$ cat config.mk
export PLATFORM = sky130hd
export DESIGN_NAME = eth_defer_ctrl
export DESIGN_NICKNAME = d
export VERILOG_FILES = /design/src/rtl/eth_defer_pkg.sv /design/src/rtl/edc_blind_timer.sv /design/src/rtl/edc_ipg_timer.sv /design/src/rtl/edc_status_unit.sv /design/src/rtl/eth_defer_ctrl.sv
export SDC_FILE = /design/constraint.sdc
export NUM_CORES = 1
export LEC_CHECK = 0
export ABC_CLOCK_PERIOD_IN_PS = 2300
export CAP_MARGIN = 20
export CORE_UTILIZATION = 40
export DETAILED_ROUTE_END_ITERATION = 16
export SETUP_SLACK_MARGIN = 0.15
export SYNTH_ARGS = -nofsm -noshare
export SYNTH_HDL_FRONTEND = slang
export SYNTH_SLANG_ARGS = --single-unit
$ cat constraint.sdc
create_clock -name clk -period 2.3 [get_ports clk]
set_input_delay 0.69 -clock clk [delete_from_list [all_inputs] [get_ports clk]]
set_output_delay 0.69 -clock clk [all_outputs]
set_load 0.02 [all_outputs]
$ cat src/rtl/eth_defer_pkg.sv
// Shared types for the transmit deferral controller.
// Assumes a two-bit port code where 0, 1 and 2 select the three media ports.
package eth_defer_pkg;
    typedef enum logic [1:0] {
        PORT_TP   = 2'd0,
        PORT_AUI  = 2'd1,
        PORT_MII  = 2'd2,
        PORT_RSVD = 2'd3
    } media_port_e;

    typedef enum logic [1:0] {
        ST_IDLE = 2'd0,
        ST_TX   = 2'd1,
        ST_SQE  = 2'd2
    } stat_state_e;
endpackage

$ cat src/rtl/edc_blind_timer.sv
// Carrier blinding window after the MAC's own transmission (half duplex only).
// Assumes tx_act_i is synchronous to clk. The window covers the cycle in which
// tx_act_i falls plus BLIND_CYCLES further cycles.
module edc_blind_timer #(
    parameter int BLIND_CYCLES = 10
) (
    input  logic clk,
    input  logic rst_n,
    input  logic tx_act_i,
    input  logic full_dup_i,
    output logic blind_o
);
    localparam int BW = $clog2(BLIND_CYCLES + 1);

    logic          tx_q;
    logic [BW-1:0] cnt;

    // Load the window on the falling edge of transmit activity, then count down.
    always_ff @(posedge clk) begin
        if (!rst_n) begin
            tx_q <= 1'b0;
            cnt  <= '0;
        end else begin
            tx_q <= tx_act_i;
            if (tx_q && !tx_act_i) begin
                cnt <= BW'(BLIND_CYCLES);
            end else if (cnt != '0) begin
                cnt <= cnt - 1'b1;
            end
        end
    end

    // Blinding applies only in half duplex.
    always_comb begin
        blind_o = !full_dup_i && (tx_q || (cnt != '0));
    end
endmodule

$ cat src/rtl/edc_ipg_timer.sv
// Interframe gap counter: held at full length while the medium is busy,
// counts down once it is idle, and reports the gap open when empty.
// Assumes the caller folds the duplex-dependent busy definition into busy_i.
module edc_ipg_timer #(
    parameter int IPG_CYCLES = 24
) (
    input  logic clk,
    input  logic rst_n,
    input  logic busy_i,
    output logic gap_open_o
);
    localparam int GW = $clog2(IPG_CYCLES + 1);

    logic [GW-1:0] cnt;

    // Reload on busy, count down when idle, rest at zero.
    always_ff @(posedge clk) begin
        if (!rst_n) begin
            cnt <= '0;
        end else if (busy_i) begin
            cnt <= GW'(IPG_CYCLES);
        end else if (cnt != '0) begin
            cnt <= cnt - 1'b1;
        end
    end

    // Gap is open once the counter is empty and nothing holds the medium.
    always_comb begin
        gap_open_o = !busy_i && (cnt == '0);
    end
endmodule

$ cat src/rtl/edc_status_unit.sv
// Per-frame status: lost carrier at transmit end, missing SQE pulse after a
// listening window. Masks follow duplex mode and selected port.
// Assumes SQE_WIN >= 1 and that a new transmission does not begin inside the
// listening window (the gap counter guarantees this when SQE_WIN < IPG).
module edc_status_unit
    import eth_defer_pkg::*;
#(
    parameter int SQE_WIN = 6
) (
    input  logic        clk,
    input  logic        rst_n,
    input  logic        tx_act_i,
    input  logic        crs_i,
    input  logic        col_i,
    input  logic        link_fail_i,
    input  logic        full_dup_i,
    input  media_port_e port_i,
    output logic        lost_carrier_o,
    output logic        sqe_err_o
);
    localparam int WW = (SQE_WIN > 1) ? $clog2(SQE_WIN) : 1;

    stat_state_e   state;
    logic [WW-1:0] wcnt;
    logic          carrier_seen;
    logic          lf_seen;
    logic          col_seen;
    logic          col_eff;
    logic          tp_fail;
    logic          lcar_cond;
    logic          sqe_cond;

    // Collision is ignored in full duplex; error conditions per duplex and port.
    always_comb begin
        col_eff   = col_i && !full_dup_i;
        tp_fail   = (port_i == PORT_TP) && lf_seen;
        lcar_cond = tp_fail || (!full_dup_i && !carrier_seen);
        sqe_cond  = tp_fail || (!full_dup_i && (port_i == PORT_AUI)
                                && !(col_seen || col_eff));
    end

    // Frame tracker: capture carrier and link state in transmit, then listen for SQE.
    always_ff @(posedge clk) begin
        if (!rst_n) begin
            state          <= ST_IDLE;
            wcnt           <= '0;
            carrier_seen   <= 1'b0;
            lf_seen        <= 1'b0;
            col_seen       <= 1'b0;
            lost_carrier_o <= 1'b0;
            sqe_err_o      <= 1'b0;
        end else begin
            lost_carrier_o <= 1'b0;
            sqe_err_o      <= 1'b0;
            unique case (state)
                ST_IDLE: begin
                    if (tx_act_i) begin
                        state        <= ST_TX;
                        carrier_seen <= crs_i;
                        lf_seen      <= link_fail_i;
                    end
                end
                ST_TX: begin
                    if (tx_act_i) begin
                        carrier_seen <= carrier_seen | crs_i;
                        lf_seen      <= lf_seen | link_fail_i;
                    end else begin
                        lost_carrier_o <= lcar_cond;
                        state          <= ST_SQE;
                        wcnt           <= WW'(SQE_WIN - 1);
                        col_seen       <= 1'b0;
                    end
                end
                ST_SQE: begin
                    if (tx_act_i) begin
                        state        <= ST_TX;
                        carrier_seen <= crs_i;
                        lf_seen      <= link_fail_i;
                    end else if (wcnt == '0) begin
                        sqe_err_o <= sqe_cond;
                        state     <= ST_IDLE;
                    end else begin
                        wcnt     <= wcnt - 1'b1;
                        col_seen <= col_seen | col_eff;
                    end
                end
                default: state <= ST_IDLE;
            endcase
        end
    end
endmodule

$ cat src/rtl/eth_defer_ctrl.sv
// Top of the transmit deferral controller. Combines the blinding window,
// the interframe gap counter and the status unit. Half duplex treats own
// transmit plus unmasked carrier as busy; full duplex treats only own transmit
// as busy.
// Assumes all inputs are synchronous to clk and BLIND_CYCLES + 1 < IPG_CYCLES.
module eth_defer_ctrl
    import eth_defer_pkg::*;
#(
    parameter int IPG_CYCLES   = 24,
    parameter int BLIND_CYCLES = 10,
    parameter int SQE_WIN      = 6
) (
    input  logic       clk,
    input  logic       rst_n,
    input  logic       crs_i,
    input  logic       col_i,
    input  logic       tx_act_i,
    input  logic       tx_req_i,
    input  logic [1:0] port_sel_i,
    input  logic       link_fail_i,
    input  logic       full_dup_i,
    output logic       tx_permit_o,
    output logic       lost_carrier_o,
    output logic       sqe_err_o
);
    logic        blind;
    logic        carrier_eff;
    logic        busy;
    logic        gap_open;
    media_port_e port;

    // Decode the port code and form the busy condition for the gap counter.
    always_comb begin
        port        = media_port_e'(port_sel_i);
        carrier_eff = crs_i && !full_dup_i && !blind;
        busy        = tx_act_i || carrier_eff;
        tx_permit_o = tx_req_i && gap_open;
    end

    edc_blind_timer #(.BLIND_CYCLES(BLIND_CYCLES)) u_blind (
        .clk        (clk),
        .rst_n      (rst_n),
        .tx_act_i   (tx_act_i),
        .full_dup_i (full_dup_i),
        .blind_o    (blind)
    );

    edc_ipg_timer #(.IPG_CYCLES(IPG_CYCLES)) u_ipg (
        .clk        (clk),
        .rst_n      (rst_n),
        .busy_i     (busy),
        .gap_open_o (gap_open)
    );

    edc_status_unit #(.SQE_WIN(SQE_WIN)) u_stat (
        .clk            (clk),
        .rst_n          (rst_n),
        .tx_act_i       (tx_act_i),
        .crs_i          (crs_i),
        .col_i          (col_i),
        .link_fail_i    (link_fail_i),
        .full_dup_i     (full_dup_i),
        .port_i         (port),
        .lost_carrier_o (lost_carrier_o),
        .sqe_err_o      (sqe_err_o)
    );
endmodule

==> key figures <==
Route
  – Avg WL per Cell: 12.1 um
  – Drt pass-1 iters: 4
  – Antenna-violating nets left: 0
  – Vias per cell: 5.17
  – Initial DRC Count: 6
  – Number of remaining DRC errors: 0
  – Via count: 796
  – Detailed Route WL: 1.87 mm

Timing
  – Tmin final: 2.24 ns
  – Setup violators final: 0
  – Max transition margin: 77.8%
  – Fin Clk Skew: 0.0132 ns
  – Peak Freq: 445 MHz
  – Final worst path period share: 97.6%
  – Setup repair after global routing missed its margin: true
  – Final WS setup: 0.0552 ns
  – Least-Margin Pin Slew: 0.330 ns
  – Final-report hold violation count: 0
  – Final-report max-slew violation count: 0

Floorplan
  – Num rows: 16
  – Die area: 2390 um^2
  – Die Wd: 48.9 um
  – I/O pin total: 13
  – Vert. Die Dim: 48.9 um
  – Initial core utilization: 43.5%
  – Total core area: 2020 um^2

Placement
  – Pre-CTS setup slack: -0.741 ns
  – GPL Wtd Cong: 0.759
  – Post-DP HPWL: 1.39 mm
  – Port bufs: 12

Setup path
  – CP startpoint kind: primary input
  – WP data required: 1.61 ns
  – Worst EP arrival: 1.55 ns
  – R2r setup slk: 0.83 ns
  – Critical path capture point type: primary output
  – Crit path kind: in2out
  – Max FO, Critical Path: 4
  – RR Startpoint: u_stat.state[1]$_SDFFE_PN0P_
  – Path depth of the worst reg2reg path: 3
  – Worst r2r dst: u_stat.sqe_err_o$_SDFF_PP0_
  – Launch point of the critical path: full_dup_i

Logic synthesis
  – Post-synthesis cell area: 880 um^2
  – Yosys cell types: 34
  – Mapped Nets: 108
  – Top cell type's share of synthesized area: 45.5%
  – Cells after synthesis: 95
  – Ys Warns: 0
  – Cell accounting for the most synthesized area: dfxtp_1
  – Mean Syn Cell Area: 9.26 um^2
  – Yosys reg bits: 20
  – Sequential element share of the synthesized area: 45.5%
  – Synth area leaders: dfxtp_1, ha_1, nand2b_1

Clock tree
  – Clock network latency to the later pin of the worst-skew pair: 0.31 ns
  – Root buffer cell: clkbuf_4
  – H-tree Lvls: 1
  – Clock Pin Slew Worst Setup and Hold Paths: 0.12 ns
  – CTS tree: built
  – Clock Tree Buf Depth: 2
  – Clock sinks: 20
  – Num CTS Buffers: 3

Global routing
  – First-pass GRT wire length: 3.33 mm
  – Global-route usage over all layers: 17.8%
  – Met2 usage: 31.3%
  – Grt ovf: 0
  – Initial antenna violation count: 0
  – Met1 Use GR: 20.9%
  – Vias in the first global route: 782
  – Busiest grt layer: met2
  – Largest net degree at the start of global routing: 13
  – Grt met3 use: 3.12%

Pwr
  – VDD IR max: 0.000418 V
  – Clock power share: 32.7%
  – Int Pwr: 0.666 mW
  – Sequential fraction of design power: 44.7%
  – Logic gate share of total power: 22.5%
  – Pwr Density: 714 nW/um^2
  – Pleak: 0.518 nW
  – P_sw: 0.212 mW
  – Switching Share: 24.2%
  – Total power: 0.878 mW

Cells and area
  – Final nets: 141
  – Syn-to-layout area delta: 39.8%
  – Most frequent cells in the layout: dfxtp_1, buf_4, inv_1, clkdlybuf4s50_1
  – Layout cells sized above 1: 22.8%
  – Most common cell after layout, fill and taps aside: dfxtp_1
  – Antenna diode count: 0

Status
  – Outcome: completed

Hold path
  – Hold Startpoint: u_stat.lf_seen$_SDFFE_PN0P_
  – HP Class: reg2reg
  – Worst Hold Endpoint: u_stat.lf_seen$_SDFFE_PN0P_
  – Hold Path Depth: 2

Flow run
  – Maxcap violations: 0
-- cells by family (layout without fill, tap and decap cells) --
logic type                 count (synthesis)  after routing  share of synthesized area, %
and+or+nand+nor                           35             35                          24.5
AOI/OAI and AO/OA                         25             25                          19.3
DFF                                       20             20                          45.5
buffers and inverters                     10             42                          4.41
adders and majority gates                  3              3                          4.27
xor gates and xnor gates                   2              2                          1.99
-- registers in the layout, indices dropped and copies added (netlist names) --
signal and flops:
u_stat.state 2, u_stat.wcnt 3, u_stat.col_seen 1, u_blind.tx_q 1
u_ipg.cnt 5, u_stat.carrier_seen 1, u_blind.cnt 4, u_stat.lf_seen 1
u_stat.sqe_err_o 1, u_stat.lost_carrier_o 1
-- repair_timing --
action                     4_1_cts  5_1_grt
pin swaps                        3        1
buffers inserted                 3        1
resized for setup               13        2
hold buffers                     0        0
setup endpoints to repair        1        1
hold endpoints to repair         0        0
-- routing by layer --
layer  wire, um  vias to the layer above
met2        940                       13
met1        854                      370
met5          0                        -
met4         20                        0
met3         51                        2
li1           -                      411
-- worst max-delay path by stage --
stage                  end  slack, ns
4_1_cts        tx_permit_o       0.03
3_3_place_gp   tx_permit_o      -0.73
6_report       tx_permit_o       0.06
3_5_place_dp   tx_permit_o      -0.74
5_1_grt        tx_permit_o     -0.009
2_1_floorplan  tx_permit_o       0.29
-- stage by stage --
step                      setup TNS [ns]  utilization (%)  hold slack [ns]  cells  instance area (um^2)
after floorplan                        0                -            0.456     95                   880
after global placement            -0.796             55.7            0.483    146                  1130
after detailed placement          -0.800             55.7            0.491    146                  1130
after CTS                              0             60.0            0.533    153                  1210
after global routing            -0.00931             60.8            0.547    154                  1230
final                                  0             60.8            0.522    154                  1230
-- synth_stat cells --
library cell / number
nor3b_1: 2
o2111a_1: 1
a211o_1: 1
a21oi_1: 6
nor4_1: 1
a22oi_1: 2
xnor2_1: 1
or4b_2: 2
nor2b_1: 2
o21a_1: 2
a31oi_1: 2
o22ai_1: 1
nor4b_2: 1
o31ai_1: 2
or3_1: 1
nor2_1: 6
xor2_1: 1
a211oi_1: 1
and3_1: 4
nand2b_1: 6
a21boi_0: 1
ha_1: 3
a41oi_1: 1
clkinv_1: 1
and2_1: 2
dfxtp_1: 20
nand2_1: 3
nor3_1: 3
or4_1: 1
a311oi_1: 2
buf_2: 1
or3b_1: 1
inv_1: 8
o21ai_0: 3
-- worst max-delay path, cell delays in order --
cell             delay, ns
clkdlybuf4s15_1       0.23
nor2_1                0.06
a31oi_1               0.16
buf_4                 0.14
and3_4                0.16
buf_6                 0.11
-- power groups by stage --
stage / clock network, mW / logic [mW] / registers, mW
global route: 0.311 / 0.222 / 0.396
global placement: 0 / 0.169 / 0.395
finish: 0.287 / 0.198 / 0.393
CTS: 0.297 / 0.189 / 0.390
detailed placement: 0 / 0.174 / 0.397
floorplan: 0 / 0.0929 / 0.397
-- area by class of cell --
class	instances	area, um^2
inverter	9	33.8
clock inverter	1	30.0
multi-input combinational	65	460
fill	192	792
tap	27	33.8
clock buffer	3	22.5
sequential	20	403
timing repair buffer	29	246
(Power assumes the default switching activity.)
